File: src/rtl/sp_pack_pkg.sv
package sp_pack_pkg;
  localparam int EXP_W   = 8;
  localparam int FRAC_W  = 23;
  localparam int MANT_W  = FRAC_W + 3;            // integer bit + fraction + guard + round
  localparam int WORD_W  = 1 + EXP_W + FRAC_W;
  localparam int BIAS    = (1 << (EXP_W - 1)) - 1;
  localparam int EXP_TOP = (1 << EXP_W) - 1;

  typedef enum logic [1:0] {
    CLS_ZERO = 2'd0,
    CLS_NUM  = 2'd1,
    CLS_INF  = 2'd2,
    CLS_NAN  = 2'd3
  } fpClass_e;

  typedef enum logic [1:0] {
    RM_NEAREST = 2'd0,
    RM_TOZERO  = 2'd1,
    RM_UP      = 2'd2,
    RM_DOWN    = 2'd3
  } rndMode_e;

  typedef struct packed {
    logic load;
    logic selZero;
    logic selInf;
    logic selNan;
    logic selSub;
    logic selNorm;
  } packStrobe_t;

  // Decide whether the kept significand is bumped by one ulp.
  function automatic logic roundUp(input rndMode_e mode, input logic sign,
                                   input logic lsb, input logic g,
                                   input logic r, input logic s);
    logic lostAny;
    lostAny = g | r | s;
    case (mode)
      RM_NEAREST: roundUp = g & (r | s | lsb);
      RM_TOZERO:  roundUp = 1'b0;
      RM_UP:      roundUp = lostAny & ~sign;
      default:    roundUp = lostAny & sign;
    endcase
  endfunction

  // On overflow: saturate to infinity (1) or to the largest finite value (0).
  function automatic logic overflowToInf(input rndMode_e mode, input logic sign);
    case (mode)
      RM_NEAREST: overflowToInf = 1'b1;
      RM_TOZERO:  overflowToInf = 1'b0;
      RM_UP:      overflowToInf = ~sign;
      default:    overflowToInf = sign;
    endcase
  endfunction
endpackage

File: src/rtl/sp_pack_ctrl.sv
module sp_pack_ctrl
  import sp_pack_pkg::*;
#(
  parameter int EXPIN_W = 10
) (
  input  logic               clk,
  input  logic               rst,
  input  logic               inValid,
  input  logic [1:0]         inClass,
  input  logic [EXPIN_W-1:0] inExp,
  input  logic               accClear,
  input  logic [2:0]         flagsNext,
  output packStrobe_t        strobe,
  output logic               outValid,
  output logic [2:0]         accFlags
);
  localparam logic signed [EXPIN_W:0] NEG_BIAS = -(EXPIN_W+1)'(BIAS);

  logic signed [EXPIN_W:0] expExt;
  logic isSub;
  fpClass_e cls;

  assign expExt = {inExp[EXPIN_W-1], inExp};
  assign isSub  = (expExt <= NEG_BIAS);
  assign cls    = fpClass_e'(inClass);

  always_comb begin
    strobe         = '0;
    strobe.load    = inValid;
    strobe.selZero = (cls == CLS_ZERO);
    strobe.selInf  = (cls == CLS_INF);
    strobe.selNan  = (cls == CLS_NAN);
    strobe.selSub  = (cls == CLS_NUM) &&  isSub;
    strobe.selNorm = (cls == CLS_NUM) && !isSub;
  end

  always_ff @(posedge clk) begin
    if (rst) begin
      outValid <= 1'b0;
      accFlags <= '0;
    end else begin
      outValid <= inValid;
      accFlags <= (accClear ? 3'b000 : accFlags) | (inValid ? flagsNext : 3'b000);
    end
  end

  assert_valid_latency_R9: assert property (@(posedge clk) disable iff (rst)
    inValid |=> outValid);
  assert_valid_drop_R9: assert property (@(posedge clk) disable iff (rst)
    !inValid |=> !outValid);
  assert_acc_clear_R10: assert property (@(posedge clk) disable iff (rst)
    (accClear && !inValid) |=> (accFlags == 3'b000));
  assert_acc_sticky_R10: assert property (@(posedge clk) disable iff (rst)
    !accClear |=> ((accFlags & $past(accFlags)) == $past(accFlags)));
endmodule

File: src/rtl/sp_pack_datapath.sv
module sp_pack_datapath
  import sp_pack_pkg::*;
#(
  parameter int EXPIN_W = 10
) (
  input  logic               clk,
  input  logic               rst,
  input  packStrobe_t        strobe,
  input  logic               inSign,
  input  logic [EXPIN_W-1:0] inExp,
  input  logic [MANT_W-1:0]  inMant,
  input  logic               inSticky,
  input  logic [1:0]         rndMode,
  input  logic               ufTrapEn,
  output logic [2:0]         flagsNext,
  output logic [WORD_W-1:0]  outWord,
  output logic [2:0]         outFlags
);
  localparam int BE_W = EXPIN_W + 2;
  localparam int SH_W = $clog2(MANT_W + 1);
  localparam logic signed [BE_W-1:0] BIAS_S    = BE_W'(BIAS);
  localparam logic signed [BE_W-1:0] ONE_S     = BE_W'(1);
  localparam logic signed [BE_W-1:0] MANT_W_S  = BE_W'(MANT_W);
  localparam logic signed [BE_W-1:0] EXP_TOP_S = BE_W'(EXP_TOP);
  localparam logic [EXP_W-1:0]  EXP_ONES  = '1;
  localparam logic [FRAC_W-1:0] FRAC_ONES = '1;
  localparam logic [FRAC_W-1:0] QUIET     = FRAC_W'(1) << (FRAC_W - 1);

  rndMode_e mode;
  logic signed [BE_W-1:0] biased, shRaw, expNorm;
  logic [SH_W-1:0]   shAmt;
  logic [MANT_W-1:0] shifted, lostMask;
  logic [FRAC_W:0]   keep;
  logic [FRAC_W+1:0] rounded;
  logic guardBit, roundBit, stickyAll, inexact, inc, carry, promote, ovf;
  logic [WORD_W-1:0] wordNext;

  assign mode   = rndMode_e'(rndMode);
  assign biased = {{2{inExp[EXPIN_W-1]}}, inExp} + BIAS_S;
  assign shRaw  = ONE_S - biased;

  // Right shift applies only on the subnormal path; clamp so all bits fall into sticky.
  always_comb begin
    if (!strobe.selSub)         shAmt = '0;
    else if (shRaw > MANT_W_S)  shAmt = SH_W'(MANT_W);
    else                        shAmt = shRaw[SH_W-1:0];
  end

  assign shifted   = inMant >> shAmt;
  assign lostMask  = ~({MANT_W{1'b1}} << shAmt);
  assign keep      = shifted[MANT_W-1:2];
  assign guardBit  = shifted[1];
  assign roundBit  = shifted[0];
  assign stickyAll = inSticky | (|(inMant & lostMask));
  assign inexact   = guardBit | roundBit | stickyAll;
  assign inc       = roundUp(mode, inSign, keep[0], guardBit, roundBit, stickyAll);
  assign rounded   = {1'b0, keep} + (FRAC_W+2)'(inc);
  assign carry     = rounded[FRAC_W+1];
  assign promote   = rounded[FRAC_W];
  assign expNorm   = biased + (carry ? ONE_S : '0);
  assign ovf       = (expNorm >= EXP_TOP_S);

  always_comb begin
    wordNext  = '0;
    flagsNext = 3'b000;
    if (strobe.selZero) begin
      wordNext = {inSign, {(WORD_W-1){1'b0}}};
    end else if (strobe.selInf) begin
      wordNext = {inSign, EXP_ONES, {FRAC_W{1'b0}}};
    end else if (strobe.selNan) begin
      wordNext = {inSign, EXP_ONES, inMant[MANT_W-2:2] | QUIET};
    end else if (strobe.selSub) begin
      if (promote) begin
        wordNext  = {inSign, EXP_W'(1), {FRAC_W{1'b0}}};
        flagsNext = 3'b011;
      end else begin
        wordNext  = {inSign, {EXP_W{1'b0}}, rounded[FRAC_W-1:0]};
        flagsNext = {1'b0, inexact | ufTrapEn, inexact};
      end
    end else if (strobe.selNorm) begin
      if (ovf) begin
        flagsNext = 3'b101;
        if (overflowToInf(mode, inSign))
          wordNext = {inSign, EXP_ONES, {FRAC_W{1'b0}}};
        else
          wordNext = {inSign, EXP_W'(EXP_TOP - 1), FRAC_ONES};
      end else begin
        wordNext  = {inSign, expNorm[EXP_W-1:0], rounded[FRAC_W-1:0]};
        flagsNext = {2'b00, inexact};
      end
    end
  end

  always_ff @(posedge clk) begin
    if (rst) begin
      outWord  <= '0;
      outFlags <= '0;
    end else if (strobe.load) begin
      outWord  <= wordNext;
      outFlags <= flagsNext;
    end
  end

  assert_nan_quiet_R3: assert property (@(posedge clk) disable iff (rst)
    (strobe.load && strobe.selNan) |=>
      (outWord[FRAC_W-1] && (outWord[WORD_W-2:FRAC_W] == EXP_ONES) && outFlags == 3'b000));
  assert_ovf_inexact_R6: assert property (@(posedge clk) disable iff (rst)
    outFlags[2] |-> outFlags[0]);
  assert_sub_exp_R7: assert property (@(posedge clk) disable iff (rst)
    (strobe.load && strobe.selSub) |=> (outWord[WORD_W-2:FRAC_W] <= EXP_W'(1)));
  assert_promote_R8: assert property (@(posedge clk) disable iff (rst)
    (strobe.load && strobe.selSub) |=>
      (outWord[WORD_W-2:FRAC_W] != EXP_W'(1) ||
       (outWord[FRAC_W-1:0] == '0 && outFlags[1:0] == 2'b11)));
endmodule

File: src/rtl/sp_result_packer.sv
module sp_result_packer
  import sp_pack_pkg::*;
#(
  parameter int EXPIN_W = 10
) (
  input  logic               clk,
  input  logic               rst,
  input  logic               inValid,
  input  logic [1:0]         inClass,
  input  logic               inSign,
  input  logic [EXPIN_W-1:0] inExp,
  input  logic [MANT_W-1:0]  inMant,
  input  logic               inSticky,
  input  logic [1:0]         rndMode,
  input  logic               ufTrapEn,
  input  logic               accClear,
  output logic               outValid,
  output logic [WORD_W-1:0]  outWord,
  output logic [2:0]         outFlags,
  output logic [2:0]         accFlags
);
  packStrobe_t strobe;
  logic [2:0]  flagsNext;

  sp_pack_ctrl #(.EXPIN_W(EXPIN_W)) uCtrl (
    .clk(clk), .rst(rst), .inValid(inValid), .inClass(inClass), .inExp(inExp),
    .accClear(accClear), .flagsNext(flagsNext), .strobe(strobe),
    .outValid(outValid), .accFlags(accFlags)
  );

  sp_pack_datapath #(.EXPIN_W(EXPIN_W)) uData (
    .clk(clk), .rst(rst), .strobe(strobe), .inSign(inSign), .inExp(inExp),
    .inMant(inMant), .inSticky(inSticky), .rndMode(rndMode), .ufTrapEn(ufTrapEn),
    .flagsNext(flagsNext), .outWord(outWord), .outFlags(outFlags)
  );
endmodule

File: config.mk
export PLATFORM = sky130hd
export DESIGN_NAME = sp_result_packer
export DESIGN_NICKNAME = d
export VERILOG_FILES = /design/src/rtl/sp_pack_pkg.sv /design/src/rtl/sp_pack_ctrl.sv /design/src/rtl/sp_pack_datapath.sv /design/src/rtl/sp_result_packer.sv
export SDC_FILE = /design/constraint.sdc
export NUM_CORES = 1
export LEC_CHECK = 0
export ABC_AREA = 1
export ABC_CLOCK_PERIOD_IN_PS = 8700
export BUFFER_PORTS_ARGS = -buffer_cell sky130_fd_sc_hd__buf_2
export CAP_MARGIN = 20
export CORE_UTILIZATION = 55
export CTS_CLUSTER_DIAMETER = 40
export DETAILED_ROUTE_END_ITERATION = 10
export PLACE_DENSITY = 0.78
export SKIP_LAST_GASP = 1
export SLEW_MARGIN = 20
export SYNTH_ARGS = -nofsm -noshare
export SYNTH_HDL_FRONTEND = slang
export SYNTH_SLANG_ARGS = --single-unit
File: constraint.sdc
create_clock -name clk -period 8.7 [get_ports clk]
set_input_delay 0 -clock clk [delete_from_list [all_inputs] [get_ports clk]]
set_output_delay 0 -clock clk [all_outputs]
set_load 0.03 [all_outputs]
== Yosys cells after proc, flatten, opt, wreduce, memory -nomap -nowiden ==
Cells that the tools add are included.

* Register bits after elaboration: 39
* Bits in latches: 0
* Bits in writable memories: 0
* ROM bits: 0
* Input bits: 47
* Output and inout port bits: 39
* Memories kept: 0

* Add/sub/neg operators: 4
* Multipliers: 0
* Divide/modulo/power cells: 0
* Magnitude comparators: 3
* Equality and inequality tests: 5
* Shifts and indexed selects: 2
* Muxes and demuxes: 28
* Bitwise logic cells: 13
* Reduce and logical (&&, ||, !) cells: 6

{| class="wikitable"
|+ Operators with widths
! kind !! count
|-
| $mux W32 || 5
|-
| $mux W24 || 2
|-
| $mux W31 || 1
|-
| $and A26 B26 Y26 || 1
|-
| $not A26 Y26 || 1
|-
| $reduce_or A26 Y1 || 1
|-
| $shl A26 B5 Y26 const A || 1
|-
| $shr A26 B5 Y26 || 1
|-
| $add A24 B1 Y25 || 1
|-
| $mux W3 || 8
|-
| $add A12 B12 Y12 || 1
|-
| $ge A12 B9 Y1 const B || 1
|-
| $gt A12 B6 Y1 const B || 1
|-
| $sub A2 B12 Y12 const A || 1
|-
| $add A10 B8 Y11 const B || 1
|-
| $le A10 B8 Y1 const B || 1
|-
| $mux W5 || 2
|-
| $mux W1 || 7
|-
| $eq A2 B2 Y1 const B || 3
|-
| $or A1 B1 Y1 || 6
|-
| $pmux W1 S3 || 2
|-
| $eq A2 B1 Y1 const B || 2
|-
| $logic_not A2 Y1 || 2
|-
| $and A1 B1 Y1 || 3
|-
| other kinds (5) || 6
|}

== Logic depth before layout (Yosys ltp) ==
Gate-level depths: netlist of run 1.

* Word-level depth: 31
* Gate-level depth with buffers: 55

== Cells and area by module ==
From an unflattened synthesis of run 1, not the netlist that was laid out.

* Cell total of the unflattened synthesis: 1,027
* Area total of the unflattened synthesis: 5,615.4 µm²

{| class="wikitable"
|+ Modules (own cells, without submodules)
! module !! times used !! cells an instance !! area each (µm²) !! seq. area each (µm²)
|-
| sp_pack_datapath || 1 || 993 || 5,410.2 || 700.7
|-
| sp_pack_ctrl || 1 || 34 || 205.2 || 80.1
|}

== Least setup slack after synthesis of run 1 ==
Ideal clock, no wire load.

* Path kind: input port to flip-flop
* From: in inExp[0]
* To: reg uData.outWord[3]
* Library setup time: 122 ps
* Data arrival time: 6,461 ps
* Path slack: 2,117 ps
* Cell stages on the path: 49
* Path through: inv_2 -> ha_1 -> inv_1 -> nand2_1 -> nand2_2 -> ha_1 -> o21ai_0 -> nor2_1 -> nand2_1 -> nand2_1 -> o21ai_4 -> nand3_1 -> buf_2 -> buf_2 -> nor2_1 -> a21oi_1 -> o21ai_0 -> nor2_1 -> [13 not listed] -> ha_1 -> ha_1 -> nand3_1 -> nor2_1 -> nand2_1 -> nor2_1 -> inv_1 -> nor2_1 -> xor2_1 -> nand2_1 -> a41o_1 -> nand2_1 -> nor2_1 -> clkinv_1 -> clkbuf_1 -> o21ai_0 -> o21ai_0 -> a21oi_1

* Word-level cells in the longest chain between the ends: 24
* Elaborated cells on any way between the ends: 34
* Classes of those cells: add/sub (4); order compare (3); shift (2); mux (11); bitwise (10); reduce/logical (4)

{| class="wikitable"
|+ Ends and longest elaborated chain
! element !! RTL line !! text
|-
| start: declaration || sp_result_packer.sv:11 || <nowiki>input logic [EXPIN_W-1:0] inExp,</nowiki>
|-
| $add A10 B8 Y11 || sp_pack_datapath.sv:39 || <nowiki>assign biased = {{2{inExp[EXPIN_W-1]}}, inExp} + BIAS_S;</nowiki>
|-
| $sub A2 B12 Y12 || sp_pack_datapath.sv:40 || <nowiki>assign shRaw = ONE_S - biased;</nowiki>
|-
| $gt A12 B6 Y1 || sp_pack_datapath.sv:45 || <nowiki>else if (shRaw > MANT_W_S) shAmt = SH_W'(MANT_W);</nowiki>
|-
| $mux W5 || sp_pack_datapath.sv:45 ||
|-
| $mux W5 || sp_pack_datapath.sv:44 || <nowiki>if (!strobe.selSub) shAmt = '0;</nowiki>
|-
| $shl A26 B5 Y26 || sp_pack_datapath.sv:50 || <nowiki>assign lostMask = ~({MANT_W{1'b1}} << shAmt);</nowiki>
|-
| $not A26 Y26 || sp_pack_datapath.sv:50 ||
|-
| $and A26 B26 Y26 || sp_pack_datapath.sv:54 || <nowiki>assign stickyAll = inSticky | (|(inMant & lostMask));</nowiki>
|-
| [8 not listed] || -- ||
|-
| $add A12 B12 Y12 || sp_pack_datapath.sv:60 || <nowiki>assign expNorm = biased + (carry ? ONE_S : '0);</nowiki>
|-
| $ge A12 B9 Y1 || sp_pack_datapath.sv:61 || <nowiki>assign ovf = (expNorm >= EXP_TOP_S);</nowiki>
|-
| $mux W31 || sp_pack_datapath.sv:81 || <nowiki>if (ovf) begin</nowiki>
|-
| $mux W32 || sp_pack_datapath.sv:80 || <nowiki>end else if (strobe.selNorm) begin</nowiki>
|-
| $mux W32 (*) || sp_pack_datapath.sv:72 || <nowiki>end else if (strobe.selSub) begin</nowiki>
|-
| $mux W32 (*) || sp_pack_datapath.sv:70 || <nowiki>end else if (strobe.selNan) begin</nowiki>
|-
| $mux W32 (*) || sp_pack_datapath.sv:68 || <nowiki>end else if (strobe.selInf) begin</nowiki>
|-
| $mux W32 (*) || sp_pack_datapath.sv:66 || <nowiki>if (strobe.selZero) begin</nowiki>
|-
| end signal: assignment || sp_pack_datapath.sv:99 || <nowiki>outWord <= wordNext;</nowiki>
|-
| end: declaration || sp_pack_datapath.sv:16 || <nowiki>output logic [WORD_W-1:0] outWord,</nowiki>
|}

Every way passes the cells marked *; elsewhere a longest branch is shown, timed or not.
A chain may end at the register's enable or synchronous reset.

== Worst setup path after layout of run 1 ==
* From: in inExp[0]
* To: reg uData.outWord[14]

Same word-level chain as after synthesis.

==> metrics.md, run 1 <==
| Metric | Value |
|---|---|
| Final #Nets | `1150` |
| Max-slew violation count | `0` |
| Mapped cell area | `0.00542 mm²` |
| Drt initial violations | `894` |
| Worst-Margin Slew | `0.724 ns` |
| VDD IR max | `0.0000853 V` |
| Antenna diodes | `0` |
| Fin util | `0.649` |
| Max cap viols | `0` |
| IO Port Bufs | `85` |
| Fillcell total | `1017` |
| Most frequent cells in the layout | `nand2_1 (355), nand3_1 (144), nor2_1 (93), inv_1 (89), buf_2 (85)` |
| Die height | `101 µm` |
| Total congestion overflow | `0` |
| Detailed placer's ending HPWL | `16600 µm` |
| Via count | `7298` |
| Fmax | `131 MHz` |
| Slowest CP cell | `ha_1` |
| Yosys cell types | `42` |
| Layout Area Growth over Synthesis | `12.2%` |
| Antenna-violating nets left | `0` |
| Cell Area, Placed | `0.00594 mm²` |
| Clock Pin Slew Worst Setup and Hold Paths | `0.08 ns` |
| WP data required | `8.91 ns` |
| Fin crit period | `7.64 ns` |
| Hold Worst Slack | `0.0400 ns` |
| Net Sw Frac | `0.451` |
| Tot Pwr | `0.670 mW` |
| Initial core utilization | `0.578` |
| CP dominant cell by count | `nand2_1` |
| Internal | `0.368 mW` |
| Critical path arrival | `7.86 ns` |
| Clk_lat worst skew | `0.29 ns` |
| DR DRC count | `0` |
| First-pass GRT wire length | `33000 µm` |
| Boundary Pins | `86` |
| Clock Path Buffers | `2` |
| CTS Sinks | `39` |
| Min-delay worst type | `input port to flip-flop` |
| Combinational group share of total power | `0.487` |
| Critical path class | `input port to flip-flop` |
| Final Hold Viols | `0` |
| Sequential share of power | `0.290` |
| GP Congestion | `1.09` |
| Vias per cell | `5.97` |
| Seq/Total Area, Yosys | `0.144` |
| Routed wire length | `20900 µm` |
| Top Usage Layer GRT | `met2` |
| Delay of the slowest critical-path stage | `0.38 ns` |
| Commonest non-fill, non-tap cell in the layout | `nand2_1` |
| Post-Route Setup TNS | `0 ns` |
| Drt first pass iters | `8` |
| CP delay by family, top | `simple AND/OR/NAND/NOR gates` |
| M3 GR Usage | `0.0614` |
| M2 GR Usage | `0.677` |
| Initial antenna violation count | `0` |
| Slew headroom | `0.517` |
| Post-route cell area | `0.00608 mm²` |
| Syn Nets | `1082` |
| Clock power frac | `0.223` |
| Clock skew | `0 ns` |
| Psw | `0.302 mW` |
| Crit-path max FO | `23` |
| H-tree depth | `2` |
| CTS Root Cell | `clkbuf_8` |
| RSZ-0062 raised after global routing | `false` |
| Status | `finished clean` |
| Total track usage | `0.413` |
| Cell Pwr Density | `110 mW/mm²` |
| TritonCTS clock tree | `built` |
| Largest net degree at the start of global routing | `42` |
| Row cnt | `35` |
| M1 GR Usage | `0.527` |
| Die span in x | `101 µm` |
| Vias in the first global route | `6525` |
| Buf+Inv Stages, Crit Path | `6` |
| Die area | `0.0103 mm²` |
| WL/cell | `17.1 µm` |
| Final setup viols | `0` |
| Yosys reg bits | `39` |
| Cts bufs inserted | `5` |
| Worst setup SP type | `input port` |
| Mapped Cells | `1025` |
| Period Utilization, post-route | `0.878` |
| Synth Warn # | `0` |
| CP endpoint kind | `flip-flop` |
| Synth Area per Inst | `5.29 µm²` |
| Leak | `3.27 nW` |
| Share of layout cells above drive strength 1 | `0.146` |
| Core Area | `0.00937 mm²` |
| Post-CTS setup buffers | `0` |
## flip-flops by register name, indices dropped and copies added (netlist names)
name	flops
uCtrl.outValid	1
uData.outFlags	3
uData.outWord	32
uCtrl.accFlags	3
## area by class of cell
cell class | instances | area, µm² | area share
Tap cell | 129 | 161 | 0.0265
Clock inverter | 3 | 43.8 | 0.00720
Sequential cell | 39 | 781 | 0.128
Multi-Input combinational cell | 840 | 4050 | 0.666
Inverter | 102 | 384 | 0.0632
Timing Repair Buffer | 105 | 593 | 0.0976
Clock buffer | 5 | 68.8 | 0.0113
## metrics by stage
step,std cells,setup slack [ns]
after floorplan,1025,2.12
after global placement,1213,1.06
after detailed placement,1213,0.811
after CTS,1223,1.05
after global routing,1223,0.0749
final,1223,1.06
## metal layers
metal | part of all wire | routed length, µm
met3 | 0.10 | 2100
met4 | 0.062 | 1290
met2 | 0.44 | 9280
met5 | 0 | 0
met1 | 0.39 | 8250
## final timing paths
path	from	slack [ns]	cells after the start	endpoint
worst max-delay path	inExp[0]	1.06	50	uData.outWord[14]$_SDFFE_PP0P_
worst min-delay path	inSign	0.04	3	uData.outWord[31]$_SDFFE_PP0P_
worst max register to register	uData.outWord[6]$_SDFFE_PP0P_	8.00	2	uData.outWord[6]$_SDFFE_PP0P_
worst min register to register	uData.outFlags[2]$_SDFFE_PP0P_	0.46	2	uData.outFlags[2]$_SDFFE_PP0P_
## synthesized netlist by cell type, drive strengths merged
cell       n  share of area
a21oi     53          0.049
buf       26          0.027
clkbuf    18          0.012
mux2i      1         0.0018
inv      101          0.070
o21ai     59          0.057
nand4     39          0.048
nand3    147           0.14
nand3b     3         0.0048
nor3       9         0.0083
xor2      15          0.024
a41o       1         0.0018
o32ai      1         0.0016
o31ai      1         0.0014
ha        10          0.023
o221a      6          0.012
o211ai     4         0.0055
xnor2      3         0.0048
o311ai     1         0.0016
dfxtp     39           0.14
a21boi     1         0.0035
nor4       3         0.0035
or2        1         0.0012
o2111ai    1         0.0016
nand2    365           0.26
a31oi      9          0.010
nor2     105          0.081
clkinv     1        0.00069
o221ai     2         0.0032
## worst reg2reg max path: cells and delay by family, from the launching register on
family	cells	cell delay, ns
compound gates	2	0.23
flops	1	0.32
## cell families (layout without fill, tap and decap cells)
logic type / Yosys count / in the layout / synth area share
AND/OR/NAND/NOR: 672 / 672 / 0.542
buffers and inverters: 146 / 215 / 0.110
AO/OA/AOI/OAI: 139 / 139 / 0.149
flip-flops: 39 / 39 / 0.144
XOR/XNOR: 18 / 18 / 0.0291
adder cells (fa/ha/maj): 10 / 10 / 0.0231
multiplexers: 1 / 1 / 0.00185
## power groups by stage
stage	clock network (mW)	registers (mW)	logic, mW
after global placement	0	0.198	0.313
after CTS	0.149	0.194	0.315
final	0.150	0.194	0.326
after detailed placement	0	0.198	0.312
after floorplan	0	0.218	0.195
after global routing	0.157	0.195	0.355
## what timing repair did
item | in CTS | in global routing
hold endpoints to repair | 3 | 0
hold buffers | 2 | 0
endpoints found under the setup margin | 0 | 4
gates resized for setup | 0 | 2
(Power assumes the default switching activity.)
==> run 2: changes to the inputs <==
ABC_CLOCK_PERIOD_IN_PS = 9890   (was 8700)
clock period = 9.89 ns   (was 8.7 ns; I/O delays follow)
==> run 2 against run 1 <==
  * Sequential share of layout area is 0.22 points higher
  * Die area stayed put
  * Clock power is 11% lower
  * Critical path depth is 4 lower
  * Power is 13% lower
  * Clock skew stayed put
  * Via count is 1.2% lower
  * Critical endpoint is now uData.outWord[2]$_SDFFE_PP0P_
  * Count of clock-buffer cells in the layout stayed put
  * Cell area is 1.7% lower
  * Non-clock buffer count is 11 lower
  * Worst hold slack worse by 0.039 ns
==> metrics.md, run 2 (synthesized netlist as in run 1, its figures left out) <==
| Metric | Value |
|---|---|
| Worst-Margin Slew | `0.854 ns (+0.130 ns)` |
| GP Congestion | `1.08 (-0.88%)` |
| Post-CTS setup buffers | `0 (unchanged)` |
| Pre-CTS setup slack | `0.887 ns (+0.0764 ns)` |
| Fin crit period | `9.03 ns` |
| Row cnt | `35 (unchanged)` |
| Max-slew violation count | `0 (unchanged)` |
| Die area | `0.0103 mm² (unchanged)` |
| TritonCTS clock tree | `built` |
| Critical path class | `input port to flip-flop` |
| Antenna-violating nets left | `0 (unchanged)` |
| Status | `finished clean` |
| Period Utilization, post-route | `0.913` |
| RSZ-0062 raised after global routing | `false` |
| Critical path arrival | `9.25 ns (+1.39 ns)` |
| Total track usage | `0.403 (-0.0105)` |
| Max cap viols | `0 (unchanged)` |
| Fmax | `111 MHz` |
| WP data required | `10.12 ns (+1.21 ns)` |
| Commonest non-fill, non-tap cell in the layout | `nand2_1` |
| Clock Pin Slew Worst Setup and Hold Paths | `0.08 ns (about the same)` |
| Routed wire length | `20600 µm (-1.4%)` |
| Final setup viols | `0 (unchanged)` |
| Antenna diodes | `0 (unchanged)` |
| Share of layout cells above drive strength 1 | `0.139 (-0.00775)` |
| CP endpoint kind | `flip-flop` |
| Hold path start | `inMant[17]` |
| Cell Pwr Density | `97.8 mW/mm² (-11%)` |
| Post-route cell area | `0.00598 mm² (-1.7%)` |
| Cts bufs inserted | `5 (unchanged)` |
| Post-Route Setup TNS | `0 ns (unchanged)` |
| Vias per cell | `5.95 (-0.27%)` |
| Via count | `7213 (-1.2%)` |
| Worst setup margin | `0.862 ns (-0.196 ns)` |
| Hold Worst Slack | `0.00106 ns (-0.0389 ns)` |
| Buf+Inv Stages, Crit Path | `7 (+1)` |
| VDD IR max | `0.0000647 V (-24%)` |
| DR DRC count | `0 (unchanged)` |
| Initial antenna violation count | `0 (unchanged)` |
| Initial core utilization | `0.578 (unchanged)` |
| IO Port Bufs | `85 (unchanged)` |
| Core Area | `0.00937 mm² (unchanged)` |
| Detailed placer's ending HPWL | `16300 µm (-2.1%)` |
| Fin util | `0.638 (-0.0111)` |
| Most frequent cells in the layout | `nand2_1 (355), nand3_1 (144), nor2_1 (93), inv_1 (89), buf_2 (85)` |
| Drt initial violations | `819 (-8.4%)` |
| Biggest register | `uData.outWord` |
| H-tree depth | `2 (unchanged)` |
| CP dominant cell by count | `nand2_1` |
| Largest regs | `uData.outWord x32, uCtrl.accFlags x3, uData.outFlags x3` |
| Boundary Pins | `86 (unchanged)` |
| Final #Nets | `1139 (-0.96%)` |
| Final Hold Viols | `0 (unchanged)` |
| CTS Sinks | `39 (unchanged)` |
| Worst setup SP type | `input port` |
| Vias in the first global route | `6236 (-4.4%)` |
| Cell Area, Placed | `0.00585 mm² (-1.5%)` |
| Min-delay worst type | `input port to flip-flop` |
| Drt first pass iters | `6 (-2)` |
| Crit-path max FO | `35 (+52%)` |
| Layout Area Growth over Synthesis | `10.3%` |
| Leak | `3.20 nW (-2.0%)` |
| Total congestion overflow | `0 (unchanged)` |
| Clk_lat worst skew | `0.29 ns (about the same)` |
| CTS Root Cell | `clkbuf_8` |
| First-pass GRT wire length | `31700 µm (-3.9%)` |
| Die span in x | `101 µm (unchanged)` |
| Largest net degree at the start of global routing | `42 (unchanged)` |
| Max reg flops | `32 (unchanged)` |
| Clock Path Buffers | `2 (unchanged)` |
| Clock skew | `0 ns (unchanged)` |
| Worst R2R Start | `uData.outWord[3]$_SDFFE_PP0P_` |
| Critical Path Source | `inExp[0]` |
| WL/cell | `17.0 µm (-0.46%)` |
| Slowest CP cell | `o21ai_4` |
| Slew headroom | `0.428 (-0.0891)` |
| CP delay by family, top | `simple AND/OR/NAND/NOR gates` |
| Delay of the slowest critical-path stage | `0.68 ns (+0.30 ns)` |
| Die height | `101 µm (unchanged)` |
run 2: layout make-up:
type	instances	area, µm²
clock inverters	3	43.8
flip-flops and latches	39	781
multi-input cells	840	4040
clock buffers	5	68.8
well taps	129	161
fillers	1025	3400
repair buffers	94	495
inverters	102	383
run 2: metal layers:
metal / share of wire / wire length (µm) / vias up / global-route usage
li1: - / - / 3499 / -
met1: 0.40 / 8230 / 3210 / 0.507
met2: 0.44 / 9150 / 422 / 0.660
met3: 0.10 / 2090 / 82 / 0.0669
met4: 0.056 / 1160 / 0 / 0.211
met5: 0 / 0 / - / 0
run 2: power by group:
| group | internal (mW) | total, mW | leakage (nW) | switching, mW |
|---|---|---|---|---|
| registers | 0.166 | 0.171 | 0.321 | 0.00459 |
| logic | 0.0787 | 0.280 | 2.82 | 0.202 |
| clock network | 0.0751 | 0.133 | 0.0581 | 0.0580 |
run 2: timing repair:
| action | in CTS | in global routing |
|---|---|---|
| gates resized for setup | 0 | 0 |
| endpoints found under the setup margin | 0 | 0 |
| hold buffers | 1 | 0 |
| endpoints found under the hold margin | 2 | 0 |
run 2: final timing paths:
kind	endpoint	depth (start not counted)	slack, ns
hold reg to reg	uData.outFlags[1]$_SDFFE_PP0P_	2	0.47
hold / removal	uData.outWord[15]$_SDFFE_PP0P_	3	0.001
setup / recovery	uData.outWord[2]$_SDFFE_PP0P_	46	0.86
setup reg to reg	uData.outWord[3]$_SDFFE_PP0P_	2	9.17
run 2: through the flow:
step	std cells	power (mW)
finish	1212	0.584
global route	1212	0.616
CTS	1212	0.574
detailed placement	1203	0.443
global placement	1203	0.444
floorplan	1025	0.363
run 2: worst reg2reg max path, cell delays in order, from the launching register on:
cell     delay, ns
dfxtp_1       0.32
o21ai_0       0.20
a21oi_1       0.08
